**config.mk**
```make
export PLATFORM = sky130hd
export DESIGN_NAME = ptb_unit
export DESIGN_NICKNAME = d
export VERILOG_FILES = /design/src/rtl/ptb_pkg.sv /design/src/rtl/ptb_target_file.sv /design/src/rtl/ptb_pred_file.sv /design/src/rtl/ptb_cond_eval.sv /design/src/rtl/ptb_pc_ctrl.sv /design/src/rtl/ptb_unit.sv
export SDC_FILE = /design/constraint.sdc
export NUM_CORES = 1
export LEC_CHECK = 0
export BUFFER_PORTS_ARGS = -buffer_cell sky130_fd_sc_hd__buf_2
export CELL_PAD_IN_SITES_DETAIL_PLACEMENT = 0
export CELL_PAD_IN_SITES_GLOBAL_PLACEMENT = 1
export CORE_AREA = 2 2 190 267
export DETAILED_ROUTE_END_ITERATION = 8
export DIE_AREA = 0 0 192 269
export PLACE_DENSITY = 0.63
export SLEW_MARGIN = 30
export SYNTH_ARGS = -nofsm -noshare
export SYNTH_HDL_FRONTEND = slang
export SYNTH_HIERARCHICAL = 1
export SYNTH_SLANG_ARGS = --single-unit
```
**constraint.sdc**
```tcl
create_clock -name clk -period 8.41 [get_ports clk]
set_clock_uncertainty 0.1 [all_clocks]
set_input_delay 0.4205 -clock clk [delete_from_list [all_inputs] [get_ports clk]]
set_output_delay 0.4205 -clock clk [all_outputs]
set_load 0.01 [all_outputs]
```
**src/rtl/ptb_pkg.sv**
```systemverilog
// Shared encodings for the prepare-to-branch unit.
// Assumes: setup kinds and condition codes fit in two bits each.
package ptb_pkg;

    typedef enum logic [1:0] {
        SK_PREP_REL = 2'd0,
        SK_PREP_ABS = 2'd1,
        SK_PREP_REG = 2'd2,
        SK_COMPARE  = 2'd3
    } setup_kind_e;

    typedef enum logic [1:0] {
        CC_EQ = 2'd0,
        CC_NE = 2'd1,
        CC_LT = 2'd2,
        CC_GE = 2'd3
    } cond_e;

endpackage

```
**src/rtl/ptb_target_file.sv**
```systemverilog
// Branch-target register file: one write port, one combinational read port.
// Assumes: N is a power of two; reads return the value before a same-edge write.
module ptb_target_file #(
    parameter int N     = 8,
    parameter int AW    = 32,
    localparam int IDX_W = $clog2(N)
) (
    input  logic             clk,
    input  logic             rst_n,
    input  logic             wr_en,
    input  logic [IDX_W-1:0] wr_idx,
    input  logic [AW-1:0]    wr_data,
    input  logic [IDX_W-1:0] rd_idx,
    output logic [AW-1:0]    rd_data
);

    logic [AW-1:0] slots [N];

    for (genvar i = 0; i < N; i++) begin : g_slot
        logic [AW-1:0] q;

        // Hold one target address, cleared by reset.
        always_ff @(posedge clk) begin
            if (!rst_n) begin
                q <= '0;
            end else if (wr_en && wr_idx == IDX_W'(i)) begin
                q <= wr_data;
            end
        end

        assign slots[i] = q;
    end

    // Present the selected target.
    assign rd_data = slots[rd_idx];

endmodule

```
**src/rtl/ptb_pred_file.sv**
```systemverilog
// Predicate register file of one-bit entries; entry 0 is hard-wired true.
// Assumes: N is a power of two; writes to entry 0 are dropped.
module ptb_pred_file #(
    parameter int N     = 8,
    localparam int IDX_W = $clog2(N)
) (
    input  logic             clk,
    input  logic             rst_n,
    input  logic             wr_en,
    input  logic [IDX_W-1:0] wr_idx,
    input  logic             wr_val,
    input  logic [IDX_W-1:0] rd_idx,
    output logic             rd_val
);

    logic [N-1:0] bits;

    for (genvar i = 0; i < N; i++) begin : g_bit
        if (i == 0) begin : g_const
            // Entry zero is constant true.
            assign bits[i] = 1'b1;
        end else begin : g_reg
            logic q;

            // Hold one predicate, false after reset.
            always_ff @(posedge clk) begin
                if (!rst_n) begin
                    q <= 1'b0;
                end else if (wr_en && wr_idx == IDX_W'(i)) begin
                    q <= wr_val;
                end
            end

            assign bits[i] = q;
        end
    end

    // Present the selected predicate.
    assign rd_val = bits[rd_idx];

endmodule

```
**src/rtl/ptb_cond_eval.sv**
```systemverilog
// Combinational condition evaluator for compare setups.
// Assumes: operands are two's complement for the ordered conditions.
module ptb_cond_eval
    import ptb_pkg::*;
#(
    parameter int DW = 32
) (
    input  logic [DW-1:0] op_a,
    input  logic [DW-1:0] op_b,
    input  cond_e         cond,
    output logic          result
);

    logic eq;
    logic lt;

    // Basic relations shared by all conditions.
    always_comb begin
        eq = (op_a == op_b);
        lt = ($signed(op_a) < $signed(op_b));
    end

    // Select the requested relation.
    always_comb begin
        unique case (cond)
            CC_EQ:   result = eq;
            CC_NE:   result = !eq;
            CC_LT:   result = lt;
            CC_GE:   result = !lt;
            default: result = 1'b0;
        endcase
    end

endmodule

```
**src/rtl/ptb_pc_ctrl.sv**
```systemverilog
// Program counter and taken flag.
// Assumes: a bundle with any valid slot advances by one word unless redirected.
module ptb_pc_ctrl #(
    parameter int          AW       = 32,
    parameter logic [AW-1:0] RESET_PC = '0
) (
    input  logic          clk,
    input  logic          rst_n,
    input  logic          advance,
    input  logic          redirect,
    input  logic [AW-1:0] target,
    output logic [AW-1:0] pc,
    output logic          taken
);

    localparam logic [AW-1:0] STEP = AW'(4);

    // Update the counter and the flag once per cycle.
    always_ff @(posedge clk) begin
        if (!rst_n) begin
            pc    <= RESET_PC;
            taken <= 1'b0;
        end else begin
            taken <= redirect;
            if (redirect) begin
                pc <= target;
            end else if (advance) begin
                pc <= pc + STEP;
            end
        end
    end

endmodule

```
**src/rtl/ptb_unit.sv**
```systemverilog
// Decoupled prepare-to-branch unit: setup slot fills target or predicate
// registers, branch slot redirects the counter when its predicate holds.
// Assumes: both slots may issue together; the branch reads pre-write state.
module ptb_unit
    import ptb_pkg::*;
#(
    parameter int            ADDR_W   = 32,
    parameter int            DATA_W   = 32,
    parameter int            N_REG    = 8,
    parameter int            OFF_W    = 8,
    parameter logic [ADDR_W-1:0] RESET_PC = '0,
    localparam int           IDX_W    = $clog2(N_REG)
) (
    input  logic              clk,
    input  logic              rst_n,
    input  logic              setup_valid,
    input  logic [1:0]        setup_kind,
    input  logic [IDX_W-1:0]  setup_dst,
    input  logic [1:0]        setup_cond,
    input  logic [OFF_W-1:0]  setup_off,
    input  logic [ADDR_W-1:0] setup_abs,
    input  logic [DATA_W-1:0] gpr_a,
    input  logic [DATA_W-1:0] gpr_b,
    input  logic              br_valid,
    input  logic [IDX_W-1:0]  br_tgt,
    input  logic [IDX_W-1:0]  br_pred,
    output logic [ADDR_W-1:0] pc,
    output logic              taken
);

    localparam int EXT_W = ADDR_W - OFF_W - 2;

    setup_kind_e       kind;
    logic              tgt_we;
    logic [ADDR_W-1:0] tgt_wdata;
    logic              pred_we;
    logic              cmp_res;
    logic [ADDR_W-1:0] tgt_rd;
    logic              pred_rd;
    logic [ADDR_W-1:0] rel_off;
    logic              redirect;
    logic              advance;

    // Decode the setup kind into register-file writes.
    always_comb begin
        kind    = setup_kind_e'(setup_kind);
        rel_off = {{EXT_W{setup_off[OFF_W-1]}}, setup_off, 2'b00};
        tgt_we  = setup_valid && (kind != SK_COMPARE);
        pred_we = setup_valid && (kind == SK_COMPARE);
        unique case (kind)
            SK_PREP_REL: tgt_wdata = pc + rel_off;
            SK_PREP_ABS: tgt_wdata = setup_abs;
            SK_PREP_REG: tgt_wdata = ADDR_W'(gpr_a);
            default:     tgt_wdata = '0;
        endcase
    end

    ptb_cond_eval #(
        .DW(DATA_W)
    ) u_cond (
        .op_a  (gpr_a),
        .op_b  (gpr_b),
        .cond  (cond_e'(setup_cond)),
        .result(cmp_res)
    );

    ptb_target_file #(
        .N (N_REG),
        .AW(ADDR_W)
    ) u_tgt (
        .clk    (clk),
        .rst_n  (rst_n),
        .wr_en  (tgt_we),
        .wr_idx (setup_dst),
        .wr_data(tgt_wdata),
        .rd_idx (br_tgt),
        .rd_data(tgt_rd)
    );

    ptb_pred_file #(
        .N(N_REG)
    ) u_pred (
        .clk   (clk),
        .rst_n (rst_n),
        .wr_en (pred_we),
        .wr_idx(setup_dst),
        .wr_val(cmp_res),
        .rd_idx(br_pred),
        .rd_val(pred_rd)
    );

    // Combine the branch decision and bundle activity.
    always_comb begin
        redirect = br_valid && pred_rd;
        advance  = setup_valid || br_valid;
    end

    ptb_pc_ctrl #(
        .AW      (ADDR_W),
        .RESET_PC(RESET_PC)
    ) u_pc (
        .clk     (clk),
        .rst_n   (rst_n),
        .advance (advance),
        .redirect(redirect),
        .target  (tgt_rd),
        .pc      (pc),
        .taken   (taken)
    );

endmodule

```
==> metrics.yaml <==
synthesis:
  synth_fp_nets: 2186
  async_reset_ff_share_pct: 0
  yosysMostFrequentCell: "nand2_1"
  synth_top_area_share_pct: 34.65
  syn_area_per_cell_um2: 8.543
  synth_cells: 2002
  ys_top_cells_by_count: "nand2_1, dfxtp_1, a21boi_1"
  syn_area_um2: 17100
  ys_warn_count: 6
  ys_seq_elements: 296
  yosysTopAreaCell: "dfxtp_1"
  synth_area_leaders: "dfxtp_1, nand2_1, a21boi_1, mux4_2, ha_1"
  synth-main-ff-cell: "dfxtp_1"
  ys_seq_area_share_pct: 34.65
  yosysUniqueCellTypes: 82
  synth_edf_count: 0
sta:
  fin_crit_sh_pct: 45.53
  slew_headroom_pct: 32.80
  slew_viol_final: 0
  fmax_mhz: 261.2
  rsz0062_at_grt: "no"
  worst_pin_slew_ns: 0.9996
  fin_tns_setup_ns: 0
  finalSetupViolations: 0
  hold_viol: 0
  period_needed_ns: 3.829
power:
  p_comb_share_pct: 13.6
  p_int_w: 0.002347
  power_per_cell_area_nw_per_um2: 168.2
  p_seq_share_pct: 45.0
  peakVddDrop_uv: 136.0
  power.switching_w: 0.0008774
  p_clk_share_pct: 41.4
  p_leak_nw: 7.324
  switching_share_pct: 27.21
critical_path:
  worstPathRequired_ns: 8.82
  worstPathMaxFanout: 8
  critical_path_arrival_ns: 4.24
  worstSetupStartpointType: "register"
  cp-end-kind: "register"
  crit_type: "reg -> reg"
cells_and_area:
  utilization_pct: 38.71
  layout-drive-gt1-share_pct: 16.66
  nets: 2240
  diodes: 0
  fillers: 5047
  post_layout_nonfiller_instances: 2720
  syn2layout_area_growth_pct: 12.08
clock_tree:
  cts_resized: 0
  cts-root-buf: "clkbuf_16"
  post_cts.repair.setup_buffers: 0
  tritoncts: "built"
  cts_sinks: 296
  cts_buffers: 30
  clock_latency_ns: 0.58
  path_clk_slew_ns: 0.06
  cts.path.max_buffers: 3
  cts_hold_buf: 0
  h-tree-depth: 1
global_route:
  antenna_found_initial: 0
  grt_pass1_wl_um: 87280
  grt_max_degree: 86
  grt.overflow.total: 0
  grt_pass1_vias: 14660
  grt_use_total_pct: 22.12
detailed_routing:
  vias_per_cell: 5.438
  routed_wl_um: 58240
  wl_per_cell_um: 21.41
  drtAntennaViolNets: 0
  drt_iter0_drc: 901
  route.detailed.drc: 0
  vias: 14790
  first_pass_iters: 5
job:
  maxCapViolations: 0
die:
  dieHeight_um: 269
  die_x_um: 192
  dieArea_um2: 51650
  core_area_um2: 49520
  ios: 154
  floorplan.initialDensity_pct: 34.54
  rows: 97
placed_design:
  dp.cells: 2667
  gp_congestion: 0.8926
  io_buffers: 153
  hpwl_um: 38430
status:
  outcome: "finished, final reports clean"
worst_hold_path:
  hp-class: "in -> reg"
critical path: stages, from the launching register on:
cell      delay (ns)
dfxtp_1         0.47
ha_1            0.30
fa_1            0.44
a211oi_1        0.28
nor2_2          0.11
a211oi_2        0.39
o21ai_4         0.13
a21oi_2         0.17
or3b_4          0.17
a31oi_2         0.08
xnor2_1         0.14
o21ai_1         0.71
nand2_1         0.12
a21boi_1        0.15
per-stage QoR:
step	hold WS (ns)	cell area, um^2	worst slack, ns	power (W)
floorplan	0.3303	17100	5.433	0.001762
global placement	0.3356	18200	4.283	0.001914
detailed placement	0.3428	18210	4.177	0.001920
CTS	0.1627	19170	4.447	0.003262
global route	0.1811	19170	4.349	0.003354
finish	0.1860	19170	4.581	0.003224
power groups by stage:
stage / clock, W / combinational [W] / sequential (W)
2_1_floorplan: 0 / 0.000287 / 0.00147
3_3_place_gp: 0 / 0.000433 / 0.00148
3_5_place_dp: 0 / 0.000438 / 0.00148
4_1_cts: 0.00137 / 0.000439 / 0.00145
5_1_grt: 0.00142 / 0.000480 / 0.00145
6_report: 0.00134 / 0.000438 / 0.00145
placed cells by master (no fill, tap or decap), types with 36 or more instances in the layout:
cell type,n
a21boi_1,242
nor2_1,41
nand2_1,583
buf_4,39
o21ai_0,43
a21oi_1,64
ha_1,62
mux4_2,36
inv_1,41
buf_2,150
dfxtp_1,296
cells by family (layout without fill, tap and decap cells):
| kind of cell | Yosys count | count (layout) | synth area share, % |
|---|---|---|---|
| AO/OA/AOI/OAI | 488 | 488 | 19.87 |
| XOR/XNOR | 37 | 37 | 1.895 |
| adder cells (fa/ha/maj) | 63 | 63 | 4.653 |
| buffers and inverters | 211 | 286 | 5.677 |
| flip-flops | 296 | 296 | 34.65 |
| multiplexers | 117 | 117 | 12.63 |
| AND/OR/NAND/NOR | 790 | 790 | 20.64 |
path summary, 6_finish.rpt:
kind | from | end | slack (ns) | cells after the start
min | rst_n | u_tgt/g_slot[2].q[20] | 0.19 | 2
max reg2reg | u_pc/pc[2] | u_tgt/g_slot[1].q[30] | 4.58 | 13
max | u_pc/pc[2] | u_tgt/g_slot[1].q[30] | 4.58 | 13
min reg2reg | u_tgt/g_slot[5].q[25] | u_tgt/g_slot[5].q[25] | 0.35 | 2
state kept, by name (all words and copies together) (netlist names):
name                  cells
u_pc/pc                  32
u_pred/g_bit.g_reg.q      7
u_pc/taken                1
u_tgt/g_slot.q          256
per-layer routing:
layer	vias to the layer above	track usage (%)	share of wire [%]
met1	7194	26.93	42
met2	425	40.26	50
li1	7109	-	-
met4	0	7.015	2.9
met3	63	2.720	5.5
met5	-	0	0
layout make-up:
cell class | instances | area (um^2) | share of cell area [%]
well taps | 643 | 804.5 | 4.197
clock buffers | 43 | 880.8 | 4.595
repair buffers | 190 | 1055 | 5.502
flip-flops and latches | 296 | 5926 | 30.91
clock inverters | 10 | 81.33 | 0.4243
multi-input cells | 1495 | 10260 | 53.53
inverters | 43 | 161.4 | 0.8420
(Power assumes the default switching activity.)
